File: config.mk
export PLATFORM = sky130hd
export DESIGN_NAME = periph_clk_rst_ctl
export DESIGN_NICKNAME = d
export VERILOG_FILES = /design/src/rtl/cgrs_pkg.sv /design/src/rtl/cg_timer.sv /design/src/rtl/cg_regs.sv /design/src/rtl/cg_seq.sv /design/src/rtl/periph_clk_rst_ctl.sv
export SDC_FILE = /design/constraint.sdc
export NUM_CORES = 1
export LEC_CHECK = 0
export BUFFER_PORTS_ARGS = -buffer_cell sky130_fd_sc_hd__buf_2
export CORE_MARGIN = 3
export CORE_UTILIZATION = 35
export CTS_CLUSTER_SIZE = 20
export DETAILED_ROUTE_END_ITERATION = 8
export PLACE_DENSITY = 0.57
export SETUP_SLACK_MARGIN = 0.15
export SLEW_MARGIN = 20
export SYNTH_ARGS = -nofsm -noshare
export SYNTH_HDL_FRONTEND = slang
export SYNTH_SLANG_ARGS = --single-unit
File: constraint.sdc
create_clock -name clk -period 2.6 [get_ports clk]
set_clock_uncertainty 0.05 [all_clocks]
set_input_delay 0.26 -clock clk [delete_from_list [all_inputs] [get_ports clk]]
set_output_delay 0.26 -clock clk [all_outputs]
set_load 0.005 [all_outputs]
File: src/rtl/cgrs_pkg.sv
// Shared types for the peripheral clock/reset sequencer.
// Assumes: opcode encoding is fixed by the command port definition.
package cgrs_pkg;

    typedef enum logic [2:0] {
        OP_CLK_ON   = 3'd0,
        OP_CLK_OFF  = 3'd1,
        OP_RST_SET  = 3'd2,
        OP_RST_CLR  = 3'd3,
        OP_RST_READ = 3'd4
    } cg_op_e;

    typedef enum logic [1:0] {
        ST_IDLE = 2'd0,
        ST_PRE  = 2'd1,
        ST_POST = 2'd2,
        ST_DONE = 2'd3
    } cg_state_e;

endpackage

File: src/rtl/cg_timer.sv
// Down-counting interval timer.
// Loading value V makes expired rise V cycles after the load edge.
// Assumes: load is only issued when a wait is about to start.
module cg_timer #(
    parameter int CW = 8
) (
    input  logic          clk,
    input  logic          rst_n,
    input  logic          load,
    input  logic [CW-1:0] load_val,
    output logic          expired
);
    logic [CW-1:0] cnt;

    // Load on request, otherwise count down to zero and hold there.
    always_ff @(posedge clk) begin
        if (!rst_n)          cnt <= '0;
        else if (load)       cnt <= load_val;
        else if (cnt != '0)  cnt <= cnt - 1'b1;
    end

    assign expired = (cnt == '0);
endmodule

File: src/rtl/cg_regs.sv
// Clock-stop and reset-hold vectors with single-bit write ports.
// Per bit, the generate picks the stop polarity (one inverted bit) and
// whether the clock is critical (stop writes are dropped).
// Assumes: at most one clock write and one reset write per cycle.
module cg_regs #(
    parameter int                  NUM_CLK   = 32,
    parameter int                  INV_BIT   = 14,
    parameter logic [NUM_CLK-1:0]  CRIT_MASK = '0,
    localparam int                 IW        = $clog2(NUM_CLK)
) (
    input  logic               clk,
    input  logic               rst_n,
    input  logic               clk_wr,
    input  logic               clk_run,
    input  logic [IW-1:0]      clk_widx,
    input  logic               rst_wr,
    input  logic               rst_val,
    input  logic [IW-1:0]      rst_widx,
    output logic [NUM_CLK-1:0] stop_q,
    output logic [NUM_CLK-1:0] rst_q,
    output logic [NUM_CLK-1:0] clk_en
);
    for (genvar i = 0; i < NUM_CLK; i++) begin : g_bit
        localparam bit INV      = (i == INV_BIT);
        localparam bit CRT      = CRIT_MASK[i];
        localparam bit STOP_RST = CRT ? INV : !INV;
        logic stop_b;
        logic rst_b;

        // Update this bit's stop and reset flops from the write ports.
        always_ff @(posedge clk) begin
            if (!rst_n) begin
                stop_b <= STOP_RST;
                rst_b  <= 1'b1;
            end else begin
                if (clk_wr && clk_widx == IW'(i) && !(CRT && !clk_run))
                    stop_b <= clk_run ? INV : !INV;
                if (rst_wr && rst_widx == IW'(i))
                    rst_b <= rst_val;
            end
        end

        assign stop_q[i] = stop_b;
        assign rst_q[i]  = rst_b;
        assign clk_en[i] = INV ? stop_b : !stop_b;
    end
endmodule

File: src/rtl/cg_seq.sv
// Request sequencer: accepts one command while idle, runs the timed
// reset/ungate/release procedure for enables with a reset line, and
// pulses done for one cycle at the end of every command.
// Assumes: cur_en and rst_bit reflect the indices presented on the port.
module cg_seq
    import cgrs_pkg::*;
#(
    parameter int IW       = 5,
    parameter int CW       = 8,
    parameter int PRE_CYC  = 4,
    parameter int POST_CYC = 8
) (
    input  logic          clk,
    input  logic          rst_n,
    input  logic          req_valid,
    input  logic [2:0]    req_op,
    input  logic [IW-1:0] req_clk_idx,
    input  logic [IW-1:0] req_rst_idx,
    input  logic          req_rst_vld,
    input  logic          cur_en,
    input  logic          rst_bit,
    input  logic          tmr_expired,
    output logic          tmr_load,
    output logic [CW-1:0] tmr_val,
    output logic          clk_wr,
    output logic          clk_run,
    output logic [IW-1:0] clk_widx,
    output logic          rst_wr,
    output logic          rst_val,
    output logic [IW-1:0] rst_widx,
    output logic          busy,
    output logic          done,
    output logic          status_q
);
    localparam logic [CW-1:0] PRE_LD  = CW'(PRE_CYC - 1);
    localparam logic [CW-1:0] POST_LD = CW'(POST_CYC - 1);

    cg_state_e     state, state_nx;
    logic [IW-1:0] c_idx, r_idx;
    logic          accept;

    assign accept = req_valid && (state == ST_IDLE);

    // Decide next state and the register/timer actions of this cycle.
    always_comb begin
        state_nx = state;
        tmr_load = 1'b0;
        tmr_val  = PRE_LD;
        clk_wr   = 1'b0;
        clk_run  = 1'b0;
        clk_widx = req_clk_idx;
        rst_wr   = 1'b0;
        rst_val  = 1'b0;
        rst_widx = req_rst_idx;
        unique case (state)
            ST_IDLE: if (accept) begin
                state_nx = ST_DONE;
                case (cg_op_e'(req_op))
                    OP_CLK_ON: if (!cur_en) begin
                        if (req_rst_vld) begin
                            rst_wr   = 1'b1;
                            rst_val  = 1'b1;
                            tmr_load = 1'b1;
                            state_nx = ST_PRE;
                        end else begin
                            clk_wr  = 1'b1;
                            clk_run = 1'b1;
                        end
                    end
                    OP_CLK_OFF: clk_wr = 1'b1;
                    OP_RST_SET: begin
                        rst_wr  = 1'b1;
                        rst_val = 1'b1;
                    end
                    OP_RST_CLR: rst_wr = 1'b1;
                    default: ;
                endcase
            end
            ST_PRE: if (tmr_expired) begin
                clk_wr   = 1'b1;
                clk_run  = 1'b1;
                clk_widx = c_idx;
                tmr_load = 1'b1;
                tmr_val  = POST_LD;
                state_nx = ST_POST;
            end
            ST_POST: if (tmr_expired) begin
                rst_wr   = 1'b1;
                rst_widx = r_idx;
                state_nx = ST_DONE;
            end
            ST_DONE: state_nx = ST_IDLE;
        endcase
    end

    // State register plus the indices held for the timed procedure.
    always_ff @(posedge clk) begin
        if (!rst_n) begin
            state <= ST_IDLE;
            c_idx <= '0;
            r_idx <= '0;
        end else begin
            state <= state_nx;
            if (accept) begin
                c_idx <= req_clk_idx;
                r_idx <= req_rst_idx;
            end
        end
    end

    // Capture the reset bit selected by a read command.
    always_ff @(posedge clk) begin
        if (!rst_n)
            status_q <= 1'b0;
        else if (accept && cg_op_e'(req_op) == OP_RST_READ)
            status_q <= rst_bit;
    end

    assign busy = (state != ST_IDLE);
    assign done = (state == ST_DONE);
endmodule

File: src/rtl/periph_clk_rst_ctl.sv
// Top: peripheral clock enable unit with reset sequencing.
// Wait intervals are PRE_US and POST_US microseconds at CYC_PER_US cycles
// each. Assumes: NUM_CLK is a power of two so every index is in range.
module periph_clk_rst_ctl #(
    parameter int                 NUM_CLK    = 32,
    parameter int                 CYC_PER_US = 100,
    parameter int                 PRE_US     = 100,
    parameter int                 POST_US    = 10000,
    parameter int                 INV_BIT    = 14,
    parameter logic [NUM_CLK-1:0] CRIT_MASK  = NUM_CLK'(32'h0000_0044),
    localparam int                IDX_W      = $clog2(NUM_CLK)
) (
    input  logic               clk,
    input  logic               rst_n,
    input  logic               req_valid,
    input  logic [2:0]         req_op,
    input  logic [IDX_W-1:0]   req_clk_idx,
    input  logic [IDX_W-1:0]   req_rst_idx,
    input  logic               req_rst_vld,
    output logic               busy,
    output logic               done,
    output logic               rst_status,
    output logic [NUM_CLK-1:0] stop_reg,
    output logic [NUM_CLK-1:0] rst_reg,
    output logic [NUM_CLK-1:0] clk_en
);
    localparam int PRE_CYC  = PRE_US * CYC_PER_US;
    localparam int POST_CYC = POST_US * CYC_PER_US;
    localparam int MAX_CYC  = (PRE_CYC > POST_CYC) ? PRE_CYC : POST_CYC;
    localparam int CW       = $clog2(MAX_CYC + 1);

    logic             tmr_load, tmr_expired;
    logic [CW-1:0]    tmr_val;
    logic             clk_wr, clk_run, rst_wr, rst_val;
    logic [IDX_W-1:0] clk_widx, rst_widx;
    logic             cur_en, rst_bit;

    assign cur_en  = clk_en[req_clk_idx];
    assign rst_bit = rst_reg[req_rst_idx];

    cg_seq #(.IW(IDX_W), .CW(CW), .PRE_CYC(PRE_CYC), .POST_CYC(POST_CYC)) u_seq (
        .clk(clk), .rst_n(rst_n),
        .req_valid(req_valid), .req_op(req_op),
        .req_clk_idx(req_clk_idx), .req_rst_idx(req_rst_idx),
        .req_rst_vld(req_rst_vld),
        .cur_en(cur_en), .rst_bit(rst_bit), .tmr_expired(tmr_expired),
        .tmr_load(tmr_load), .tmr_val(tmr_val),
        .clk_wr(clk_wr), .clk_run(clk_run), .clk_widx(clk_widx),
        .rst_wr(rst_wr), .rst_val(rst_val), .rst_widx(rst_widx),
        .busy(busy), .done(done), .status_q(rst_status)
    );

    cg_timer #(.CW(CW)) u_tmr (
        .clk(clk), .rst_n(rst_n),
        .load(tmr_load), .load_val(tmr_val), .expired(tmr_expired)
    );

    cg_regs #(.NUM_CLK(NUM_CLK), .INV_BIT(INV_BIT), .CRIT_MASK(CRIT_MASK)) u_regs (
        .clk(clk), .rst_n(rst_n),
        .clk_wr(clk_wr), .clk_run(clk_run), .clk_widx(clk_widx),
        .rst_wr(rst_wr), .rst_val(rst_val), .rst_widx(rst_widx),
        .stop_q(stop_reg), .rst_q(rst_reg), .clk_en(clk_en)
    );
endmodule

Yosys cells after proc, flatten, opt, wreduce, memory -nomap -nowiden
Cells that the tools add are included.

cells by class
  reductions and logical operators = 109
  equal/unequal tests = 72
  magnitude comparators = 2
  multiplexer cells = 41
  add/subtract/negate cells = 1

operators with widths
  operator                 number
  $eq A5 B5 Y1 const B     32
  $eq A5 B4 Y1 const B     16
  $mux W20                 4
  $logic_and A1 B1 Y1      68
  $eq A5 B3 Y1 const B     8
  $logic_not A1 Y1         31
  $eq A5 B2 Y1 const B     4
  $logic_not A20 Y1        1
  $mux W5                  4
  $reduce_bool A20 Y1      1
  $sub A20 B1 Y20 const B  1
  $mux W1                  17
  $pmux W1 S2              7
  $lt A5 B6 Y1 const B     2
  $mux W2                  6
  $bmux W1 S5              2
  $eq A5 B1 Y1 const B     2
  $logic_not A5 Y1         2
  $pmux W2 S4              1
  $eq A3 B2 Y1 const B     2
  $eq A2 B2 Y1 const B     2
  $ne A2 B2 Y1 const B     2
  $reduce_bool A2 Y1       2
  $eq A3 B1 Y1 const B     1
  7 further kinds          7

storage, ports and cells
  word-level logic and storage cells = 294
  output and inout port bits = 99
  input port bits = 17
  bits in registers = 97

Depth between registers and ports, before layout
Gate-level depths: netlist of run 1.

  depth in word-level cells = 9
  mapped depth = 13
  gate-level depth less buffers = 10

Cells and area by module
A second synthesis of run 1 with hierarchy kept.

unflattened totals
  cells, all modules = 717
  area, all modules = 5982.0 um^2

by module, submodules not included
  module              area an instance (um^2)  times used  cells an instance  sequential area each (um^2)
  cg_regs             3308.2                   1           396                1281.2
  cg_timer            1087.3                   1           122                400.4
  cg_seq              935.9                    1           117                260.2
  periph_clk_rst_ctl  650.6                    1           82                 0.0

Least setup slack after synthesis of run 1
OpenSTA, ideal clock, no wires.

  path kind = input to register
  start point = input port req_rst_idx[0]
  end point = register u_seq.status_q
  arrival time = 2.318 ns
  cell stages on the path = 7
  path slack = 0.105 ns
  data required time = 2.422 ns
  path buffers = 2
  library setup time = 0.128 ns
  cells stage by stage = clkbuf_1 > clkbuf_1 > mux4_2 > mux4_2 > mux2_2 > mux2i_1 > nor2_1

between the ends
  longest elaborated chain between the ends = 2

RTL lines
  item                           line                      RTL
  start: declaration             periph_clk_rst_ctl.sv:18  input logic [IDX_W-1:0] req_rst_idx,
  $bmux W1 S5                    periph_clk_rst_ctl.sv:39  assign rst_bit = rst_reg[req_rst_idx];
  $mux W1 (not written as such)  periph_clk_rst_ctl.sv:39
  end signal: assignment         cg_seq.sv:116             status_q <= rst_bit;
  end: declaration               cg_seq.sv:33              output logic status_q

No other way between the ends. The select of a mux whose other input is x is not followed.
A chain may end at the register's enable or synchronous reset.

Worst setup path after layout of run 1
  start point = register u_tmr.cnt[4]
  end point = register u_regs.g_bit[25].rst_b

between the ends
  longest elaborated chain between the ends = 5
  elaborated cells between the ends (all ways) = 7
  those cells by class = eq/ne (1); mux (4); reduce/logical (2)

RTL lines
  item                      line            RTL
  start: declaration        cg_timer.sv:13  logic [CW-1:0] cnt;
  start signal: assignment  cg_timer.sv:18  else if (load) cnt <= load_val;
  start signal: assignment  cg_timer.sv:19  else if (cnt != '0) cnt <= cnt - 1'b1;
  $logic_not A20 Y1 (*)     cg_timer.sv:22  assign expired = (cnt == '0);
  $mux W5                   cg_seq.sv:87    ST_POST: if (tmr_expired) begin
  $mux W5                   cg_seq.sv:55    unique case (state)
  $eq A5 B5 Y1              cg_regs.sv:38   if (rst_wr && rst_widx == IW'(i))
  $logic_and A1 B1 Y1 (*)   cg_regs.sv:38
  end signal: assignment    cg_regs.sv:39   rst_b <= rst_val;
  end: declaration          cg_regs.sv:28   logic rst_b;

Every way passes the cells marked *; elsewhere a longest branch is shown, timed or not.

==> impl_metrics.csv, run 1 <==
group,metric,value,unit
sta,period_needed,2.474,ns
sta,setup-tns-final,0,ns
global_route,grt_use_met1,0.2571,
sta,min_period_over_period,0.9514,
yosys,yosys.area.top_type,"dfxtp_1",
routing,ant_nets,0,
yosys,netlist_area,6143,um2
routing,drt_iter0_drc,482,
cts,cts_sinks,97,
placement,hpwl,13720,um
outcome,outcome,"completed",
worst_setup_path,worstPathMaxFanout,7,
worst_setup_path,r2r_end,"u_regs.g_bit[25].rst_b$_SDFFE_PN1P_",
worst_setup_path,cp_common_cell,"a21oi_1",
sta,slew_headroom,0.5338,
routing,wl_per_cell,18.21,um
global_route,grt_use_total,0.1890,
worst_setup_path,cp-start-kind,"flip-flop",
placement,place_congestion,0.8920,
power_and_ir_drop,vdd_drop_max,0.3782,mV
yosys,syn_inst,740,
yosys,ys.flop_type,"dfxtp_1",
worst_setup_path,endpoint,"u_regs.g_bit[25].rst_b$_SDFFE_PN1P_",
hold_path,holdCritPathClass,"in2reg",
worst_setup_path,critical-path-max-stage-delay,0.58,ns
flow_run,maxCapViolations,0,
sta,setup_violations,0,
floorplanning,coreArea,16880,um2
cts,cts_buffers,9,
worst_setup_path,critPathTopFamily,"simple AND/OR/NAND/NOR gates",
worst_setup_path,crit_start,"u_tmr.cnt[4]$_SDFFE_PN0P_",
floorplanning,die-area,19180,um2
routing,firstDrtPassIters,5,
worst_setup_path,cp-end-kind,"flip-flop",
worst_setup_path,cp.arrival,2.67,ns
routing,drc,0,
power_and_ir_drop,total_power,5276,uW
yosys,synth_nets,763,
cts,clk_pin_slew_worst_paths,0.07,ns
yosys,synth_warnings,0,
global_route,met2_usage,0.3068,
floorplanning,rows,47,
sta,drv_slew,0,
worst_setup_path,worstPathCellList,"or4_4, nor2_8, nand3_4, buf_6, nand3b_1, o21ai_2, buf_4, a311o_1, a21oi_1, a21oi_1",
worst_setup_path,r2r-start,"u_tmr.cnt[4]$_SDFFE_PN0P_",
sta,fmax,404.2,MHz
worst_setup_path,critical_path_class,"reg2reg",
cts,clk_path_buf_depth,2,
yosys,synth_common_cells,"dfxtp_1 (97), a21oi_1 (87), buf_4 (71), nand2_1 (58), nor2_1 (54)",
cells_and_area,final_net_count,874,
cells_and_area,drive_above_1_share,0.4019,
global_route,grt_use_met3,0.04109,
floorplanning,initial_core_util,0.3640,
yosys,ys_types,70,
power_and_ir_drop,leakage,0.003245,uW
cts,cts_tree,"done",
yosys,ys_seq_area_frac,0.3161,
worst_setup_path,cp.required,2.80,ns
yosys,yosys.cell_count.top_type,"dfxtp_1",
worst_setup_path,critPathBufInv,2,
cts,clkLatencyLatePin,0.36,ns
floorplanning,fp.dieH,138.5,um
worst_setup_path,critical_path_depth,10,
cells_and_area,fillerInstances,1631,
worst_setup_path,r2r_slack,0.13,ns
yosys,synth_area_leaders,"dfxtp_1 (32%), buf_4 (8.7%), a21oi_1 (7.1%), a311o_1 (4.9%), mux4_2 (3.7%)",
global_route,antenna_found_initial,0,
yosys,synth-seq-cells,97,
yosys,synth_top_area_frac,0.3161,
global_route,grt_max_degree,63,
cells_and_area,area_growth,29.51,%
global_route,top_usage_layer,"met2",
routing,viasPerCell,5.546,
cts,cts_max_level,3,
power_and_ir_drop,cellPowerDensity,663.1,nW/um2
cells_and_area,utilization,0.4714,
global_route,grt_pass1_vias,5453,
global_route,grt-ovfl-total,0,
cts,ctsRootBufferMaster,"clkbuf_16",
routing,num_vias,5968,
worst_setup_path,r2r_cells,10,
floorplanning,die_w,138.5,um
placement,portBuffers,115,
cells_and_area,n_antenna_cell,0,
routing,wl,19600,um
sta,hold_viol_final,0,
yosys,async_flop_share,0,
worst_setup_path,slowest_stage,"or4_4",
yosys,avgSynthCellArea,8.302,um2
yosys,synth_enable_flop_cells,0,
floorplanning,ios,116,
sta,worstMarginPinSlew,0.6993,ns
sta,rsz0062_at_grt,"true",
global_route,grt_pass1_wl,29820,um
per-stage QoR:
step	hold slack [ns]	std cells	worst slack [ns]	area [um2]
final	0.1783	1076	0.1263	7956
after global routing	0.1849	1076	0.04040	7956
after CTS	0.1626	1062	0.1218	7352
after detailed placement	0.4472	1044	-0.1633	6995
after global placement	0.4313	1044	-0.1495	6995
after floorplan	0.3460	740	0.1975	6145
registers in the layout, indices dropped and copies added (netlist names):
signal,flops
u_regs.g_bit.rst_b,32
u_regs.g_bit.stop_b,32
u_seq.c_idx,5
u_seq.r_idx,5
u_seq.state,2
u_seq.status_q,1
u_tmr.cnt,20
logic make-up after synthesis:
kind of cell | synth area share
xor gates and xnor gates | 0.01853
and+or+nand+nor | 0.1792
buffers and inverters | 0.1460
DFF | 0.3161
AOI/OAI and AO/OA | 0.2607
adders and majority gates | 0.01222
muxes | 0.06721
worst min-delay path, delay by kind of cell:
family	cells	cell delay [ns]
buf+inv	1	0.15
compound gates	1	0.05
simple gates	1	0.07
report_power, final:
group	leakage, uW	internal (uW)	switching, uW
combinational	0.00232	940	1130
clock	0.000138	756	628
sequential	0.000790	1650	173
total	0.00325	3340	1930
cells in the final DEF (no fill, tap or decap), types with 7 or more instances in the layout:
cell / n
nor3_1: 15
clkbuf_16: 11
buf_6: 9
buf_12: 10
inv_1: 39
nand2b_1: 9
a21oi_2: 15
dfxtp_1: 94
nor3_2: 17
a21oi_1: 73
buf_2: 115
o221ai_1: 18
buf_4: 75
a22oi_1: 8
mux4_2: 10
xnor2_1: 8
a211oi_4: 7
nor2_2: 7
a311o_1: 29
nand2_1: 57
mux2i_1: 14
nor2_1: 46
a31oi_1: 9
nand3_1: 15
per-layer routing:
layer	share of wire	vias to the layer above
met2	0.47	209
met1	0.45	2882
li1	-	2856
met4	0.014	0
met3	0.066	21
met5	0	-
area by class of cell:
cell class              count  area, um2  area share
clock buffers              11      232.7     0.02925
clock inverters             5      65.06    0.008177
inverters                  40      150.1     0.01887
multi-input cells         490       3775      0.4744
flip-flops and latches     97       1946      0.2445
well taps                 220      275.3     0.03460
repair buffers            213       1513      0.1901
worst min path at each step:
stage	start	end	slack (ns)	depth (start not counted)
2_1_floorplan	req_clk_idx[0]	u_seq.c_idx[0]$_SDFFE_PN0P_	0.35	2
4_1_cts	req_rst_idx[3]	u_seq.r_idx[3]$_SDFFE_PN0P_	0.16	3
5_1_grt	req_rst_idx[4]	u_seq.r_idx[4]$_SDFFE_PN0P_	0.18	3
3_3_place_gp	u_regs.g_bit[6].stop_b$_SDFFE_PN0P_	u_regs.g_bit[6].stop_b$_SDFFE_PN0P_	0.43	2
3_5_place_dp	u_regs.g_bit[6].stop_b$_SDFFE_PN0P_	u_regs.g_bit[6].stop_b$_SDFFE_PN0P_	0.45	2
6_report	req_rst_idx[4]	u_seq.r_idx[4]$_SDFFE_PN0P_	0.18	3
what timing repair did:
| item | CTS | global route |
|---|---|---|
| endpoints found under the setup margin | 58 | 63 |
| gates cloned | 0 | 5 |
| hold buffers | 0 | 0 |
| buffers inserted | 2 | 9 |
| gates resized for setup | 9 | 110 |
| pin swaps | 2 | 46 |
Note: power is estimated with default switching activity, not from simulation.
==> run 2, diff against run 1 <==
--- a/config.mk
+++ b/config.mk
@@ -13,5 +13,5 @@
 export PLACE_DENSITY = 0.57
 export SETUP_SLACK_MARGIN = 0.15
-export SLEW_MARGIN = 20
+export SKIP_LAST_GASP = 1
 export SYNTH_ARGS = -nofsm -noshare
 export SYNTH_HDL_FRONTEND = slang
==> constraint.sdc (replaced) <==
create_clock -name clk -period 2.6 [get_ports clk]
set_clock_uncertainty 0.05 [all_clocks]
set_input_delay 0.65 -clock clk [delete_from_list [all_inputs] [get_ports clk]]
set_output_delay 0.65 -clock clk [all_outputs]
set_load 0.005 [all_outputs]
==> run 2 against run 1 <==
  * Critical endpoint is now u_regs.g_bit[21].rst_b$_SDFFE_PN1P_
  * Register-to-register slack lost 0.05 ns
  * Sequential share of layout area shrank 0.87 points
  * Die area is the same
==> impl_metrics.csv, run 2 (same netlist as run 1, synthesis figures left out) <==
group,metric,value,unit
worst_setup_path,r2r_slack,0.07,ns
placement,hpwl,14450,um
placement,place_congestion,0.9075,
floorplanning,coreArea,16880,um2
worst_setup_path,cp_common_cell,"buf_6",
cts,cts_buffers,9,
cells_and_area,area_growth,34.46,%
power_and_ir_drop,cellPowerDensity,685.9,nW/um2
worst_setup_path,cp-start-kind,"flip-flop",
power_and_ir_drop,vdd_drop_max,0.5008,mV
floorplanning,ios,116,
worst_setup_path,worstPathMaxFanout,6,
floorplanning,die-area,19180,um2
sta,worstMarginPinSlew,0.7906,ns
cells_and_area,drive_above_1_share,0.4273,
global_route,grt-ovfl-total,0,
cells_and_area,utilization,0.4894,
sta,drv_slew,0,
placement,place_ws,-0.4008,ns
worst_setup_path,slowest_stage,"or4_4",
worst_setup_path,worstPathCellList,"or4_4, nor2_8, buf_6, nand3_4, buf_6, mux2_4, a211oi_4, a22oi_1",
routing,wl,20670,um
flow_run,maxCapViolations,0,
cells_and_area,final_net_count,898,
hold_path,whs_path_depth,2,
cells_and_area,final_cell_mix,"buf_2 (113), buf_4 (92), dfxtp_1 (92)",
cells_and_area,multiInputGateArea,3791,um2
sta,setup-tns-final,0,ns
cells_and_area,n_antenna_cell,0,
sta,hold_viol_final,0,
outcome,outcome,"completed",
floorplanning,die_w,138.5,um
worst_setup_path,cp-end-kind,"flip-flop",
worst_setup_path,critical_path_class,"reg2reg",
cts,clk_pin_slew_worst_paths,0.07,ns
power_and_ir_drop,leakage,0.003385,uW
cts,clkLatencyLatePin,0.36,ns
global_route,grt_max_degree,37,
cells_and_area,largestRegisters,"u_regs.g_bit.rst_b: 32 flops, u_regs.g_bit.stop_b: 32 flops, u_tmr.cnt: 20 flops",
routing,wl_per_cell,18.79,um
power_and_ir_drop,total_power,5666,uW
floorplanning,rows,47,
hold_path,holdCritPathClass,"reg2reg",
cts,cts_max_level,3,
worst_setup_path,cp.required,2.78,ns
cts,ctsRootBufferMaster,"clkbuf_16",
routing,ant_nets,0,
sta,period_needed,2.528,ns
routing,num_vias,6124,
sta,setup_violations,0,
global_route,antenna_found_initial,0,
worst_setup_path,cp.arrival,2.71,ns
worst_setup_path,r2r_cells,8,
floorplanning,initial_core_util,0.3640,
cts,clk_path_buf_depth,2,
cells_and_area,layout_commonest_cell,"buf_2",
global_route,grt_use_total,0.2025,
routing,drc,0,
sta,min_period_over_period,0.9723,
sta,layout_setup_ws,0.07206,ns
routing,viasPerCell,5.567,
floorplanning,fp.dieH,138.5,um
cells_and_area,final_cell_area,8260,um2
cells_and_area,regArea,1948,um2
routing,drt_iter0_drc,471,
global_route,grt_pass1_wl,31820,um
worst_setup_path,critical-path-max-stage-delay,0.58,ns
cts,cts_tree,"done",
cts,hold_buffers,0,
global_route,grt_pass1_vias,5726,
cts,cts_sinks,97,
sta,rsz0062_at_grt,"true",
cells_and_area,fillerInstances,1654,
sta,fmax,395.6,MHz
sta,slew_headroom,0.4712,
routing,firstDrtPassIters,5,
placement,dpl_cell_area,7152,um2
placement,portBuffers,115,
## run 2: cell count changes in the layout (fill, tap and decap cells not counted), moves of 3 or more
cell | before | now
a31oi_1 | 9 | 6
nor3_2 | 17 | 14
buf_6 | 9 | 17
nor3_1 | 15 | 18
a21oi_2 | 15 | 12
a21oi_1 | 73 | 77
buf_4 | 75 | 92
## run 2: area by class of cell
| class | instances | share of cell area |
|---|---|---|
| multi-input combinational | 490 | 0.4590 |
| sequential | 97 | 0.2358 |
| timing repair buffer | 237 | 0.2137 |
| tap | 220 | 0.03332 |
| clock inverter | 5 | 0.009391 |
| clock buffer | 11 | 0.03060 |
| inverter | 40 | 0.01818 |
## run 2: final timing paths
path | startpoint | end
setup / recovery | u_tmr.cnt[5]$_SDFFE_PN0P_ | u_regs.g_bit[21].rst_b$_SDFFE_PN1P_
hold / removal | u_regs.g_bit[6].stop_b$_SDFFE_PN0P_ | u_regs.g_bit[6].stop_b$_SDFFE_PN0P_
setup reg to reg | u_tmr.cnt[5]$_SDFFE_PN0P_ | u_regs.g_bit[21].rst_b$_SDFFE_PN1P_
hold reg to reg | u_regs.g_bit[6].stop_b$_SDFFE_PN0P_ | u_regs.g_bit[6].stop_b$_SDFFE_PN0P_
## run 2: power by group
group / switching (uW) / total (uW) / internal [uW]
clock: 607 / 1500 / 893
combinational: 1240 / 2350 / 1110
sequential: 166 / 1820 / 1650
## run 2: metrics by stage
stage                     hold slack, ns  std cells
after detailed placement          0.4367       1068
after global placement            0.4319       1068
final                             0.4418       1100
after floorplan                   0.3881        740
after CTS                         0.4460       1090
after global routing              0.4597       1100
## run 2: worst max-delay path: cells and delay by family, from the launching register on
| family | cells | cell delay (ns) |
|---|---|---|
| multiplexers | 1 | 0.36 |
| buffers and inverters | 2 | 0.33 |
| AO/OA/AOI/OAI | 2 | 0.48 |
| AND/OR/NAND/NOR | 3 | 0.84 |
| flip-flops | 1 | 0.32 |
## run 2: repair_timing
item	in CTS	in global routing
setup buffers	5	6
pin swaps	8	24
resized for setup	58	86
cloned	1	4
setup endpoints to repair	64	67
## run 2: layer usage
metal  global-route usage  wire, um  up-vias
li1                     -         -     2913
met1               0.2769      9023     2938
met2               0.3273      9930      245
met3              0.03833      1402       28
met4              0.05772       312        0
met5                    0         0        -
==> run 3, diff against run 2 <==
Settings changed: RECOVER_POWER set to 50, SETUP_SLACK_MARGIN 0.15 to unset, SLEW_MARGIN set to 20.
==> run 3 against run 2 <==
  * Die area unchanged
  * Wire length is 5.3% lower
  * Final cell count fell by 2.5%
  * Worst hold slack better by 0.012 ns
  * First-iteration DRC count shrank 6.2%
  * Flip-flop and latch count did not move
  * Critical path type unchanged
  * Critical endpoint is now u_regs.g_bit[20].rst_b$_SDFFE_PN1P_
==> impl_metrics.csv, run 3 (same netlist as run 1, synthesis figures left out) <==
group,metric,value,unit
outcome,outcome,"completed",
power_and_ir_drop,p_comb_frac,0.371,
routing,drc,0,
cells_and_area,fillerInstances,1697,
cts,clkLatencyLatePin,0.36,ns
power_and_ir_drop,sequentialPowerShare,0.350,
routing,ant_nets,0,
power_and_ir_drop,total_power,5136,uW
global_route,grt_pass1_vias,5690,
routing,drt_iter0_drc,442,
power_and_ir_drop,cellPowerDensity,687.8,nW/um2
sta,hold_viol_final,0,
sta,layout_setup_ws,0.1145,ns
power_and_ir_drop,p_sw_frac,0.3614,
worst_setup_path,worstPathCellList,"inv_1, ha_2, nor4b_4, and4_4, nand3_4, buf_4, a21o_1, buf_4, a311o_1, a21oi_1, a21oi_1",
power_and_ir_drop,leakage,0.003051,uW
cts,cts_buffers,9,
floorplanning,fp.dieH,138.5,um
worst_setup_path,crit_start,"u_tmr.cnt[1]$_SDFFE_PN0P_",
power_and_ir_drop,p_clk_frac,0.278,
cts,cts_sinks,97,
floorplanning,ios,116,
worst_setup_path,cp-start-kind,"flip-flop",
routing,wl,19580,um
sta,min_period_over_period,0.9560,
power_and_ir_drop,vdd_drop_max,0.3766,mV
cells_and_area,area_growth,21.55,%
floorplanning,die-area,19180,um2
sta,period_needed,2.486,ns
sta,slew_headroom,0.6634,
hold_path,hold_start,"u_regs.g_bit[29].stop_b$_SDFFE_PN1P_",
routing,firstDrtPassIters,5,
sta,drv_slew,0,
global_route,grt-ovfl-total,0,
floorplanning,initial_core_util,0.3640,
worst_setup_path,cp-end-kind,"flip-flop",
floorplanning,coreArea,16880,um2
routing,wl_per_cell,18.25,um
cells_and_area,final_net_count,871,
global_route,grt_max_degree,44,
placement,portBuffers,115,
placement,place_ws,-0.4517,ns
routing,num_vias,5918,
placement,dpl_cell_area,6992,um2
global_route,grt_pass1_wl,30990,um
cts,clk_pin_slew_worst_paths,0.07,ns
sta,rsz0062_at_grt,"true",
cts,ctsRootBufferMaster,"clkbuf_16",
flow_run,maxCapViolations,0,
cells_and_area,largestRegisters,"u_regs.g_bit.rst_b: 32 flops, u_regs.g_bit.stop_b: 32 flops, u_tmr.cnt: 20 flops",
cts,cts_max_level,3,
worst_setup_path,slowest_stage,"a311o_1",
worst_setup_path,r2r-start,"u_tmr.cnt[1]$_SDFFE_PN0P_",
worst_setup_path,critical_path_class,"reg2reg",
cts,cts_tree,"done",
cells_and_area,n_antenna_cell,0,
floorplanning,rows,47,
global_route,grt_use_total,0.1966,
worst_setup_path,cp.arrival,2.67,ns
worst_setup_path,worstPathMaxFanout,12,
power_and_ir_drop,p_switching,1856,uW
cells_and_area,layout_commonest_cell,"dfxtp_1",
hold_path,holdCritPathClass,"reg2reg",
floorplanning,die_w,138.5,um
power_and_ir_drop,p_int,3280,uW
cells_and_area,final_cell_mix,"dfxtp_1 (97), a21oi_1 (86), buf_4 (85)",
worst_setup_path,cp.required,2.79,ns
placement,place_congestion,0.8552,
cells_and_area,final_cell_area,7467,um2
sta,worstMarginPinSlew,0.5037,ns
worst_setup_path,critical-path-max-stage-delay,0.34,ns
cts,clk_path_buf_depth,2,
cells_and_area,utilization,0.4424,
sta,fmax,402.3,MHz
placement,hpwl,13970,um
routing,viasPerCell,5.515,
sta,setup_violations,0,
cells_and_area,drive_above_1_share,0.2931,
global_route,antenna_found_initial,0,
[run 3: metrics by stage]
step | setup TNS, ns | hold WS, ns | instances
2_1_floorplan | 0 | 0.3881 | 740
3_3_place_gp | -15.63 | 0.4292 | 1050
3_5_place_dp | -18.86 | 0.4342 | 1050
4_1_cts | 0 | 0.4448 | 1066
5_1_grt | -0.1415 | 0.4867 | 1073
6_report | 0 | 0.4536 | 1073
[run 3: layout make-up]
type,instances,area (um2),area share
Clock buffer,10,239.0,0.03200
Inverter,40,150.1,0.02011
Timing Repair Buffer,210,1318,0.1764
Tap cell,220,275.3,0.03686
Sequential cell,97,1942,0.2601
Clock inverter,6,72.57,0.009719
Multi-Input combinational cell,490,3471,0.4648
[run 3: worst paths after layout]
path	endpoint	slack (ns)	cells past startpoint
max reg2reg	u_regs.g_bit[20].rst_b$_SDFFE_PN1P_	0.11	11
min reg2reg	u_regs.g_bit[29].stop_b$_SDFFE_PN1P_	0.45	2
min	u_regs.g_bit[29].stop_b$_SDFFE_PN1P_	0.45	2
max	u_regs.g_bit[20].rst_b$_SDFFE_PN1P_	0.11	11
[run 3: power by group through the flow]
stage	clock network (uW)	logic [uW]	registers, uW
2_1_floorplan	0	1230	1810
3_3_place_gp	0	1800	1810
3_5_place_dp	0	1820	1820
4_1_cts	1460	1850	1790
5_1_grt	1510	2110	1820
6_report	1430	1910	1800
[run 3: timing repair]
action,4_1_cts,5_1_grt
hold buffers,0,0
cloned,0,2
pin swaps,1,0
resized for setup,9,30
endpoints found under the setup margin,61,40
buffers inserted,0,5
[run 3: per-layer routing]
metal / vias up / GRT usage / part of all wire
met5: - / 0 / 0
met4: 0 / 0.06656 / 0.021
met3: 27 / 0.04040 / 0.068
met2: 228 / 0.3086 / 0.46
met1: 2806 / 0.2703 / 0.45
li1: 2857 / - / -
[run 3: worst max-delay path: cells and delay by family (launching register included)]
family                     cells  cell delay, ns
adders and majority gates      1            0.18
buffers and inverters          3            0.42
and+or+nand+nor                3            0.66
AOI/OAI and AO/OA              4            0.72
DFF                            1            0.32
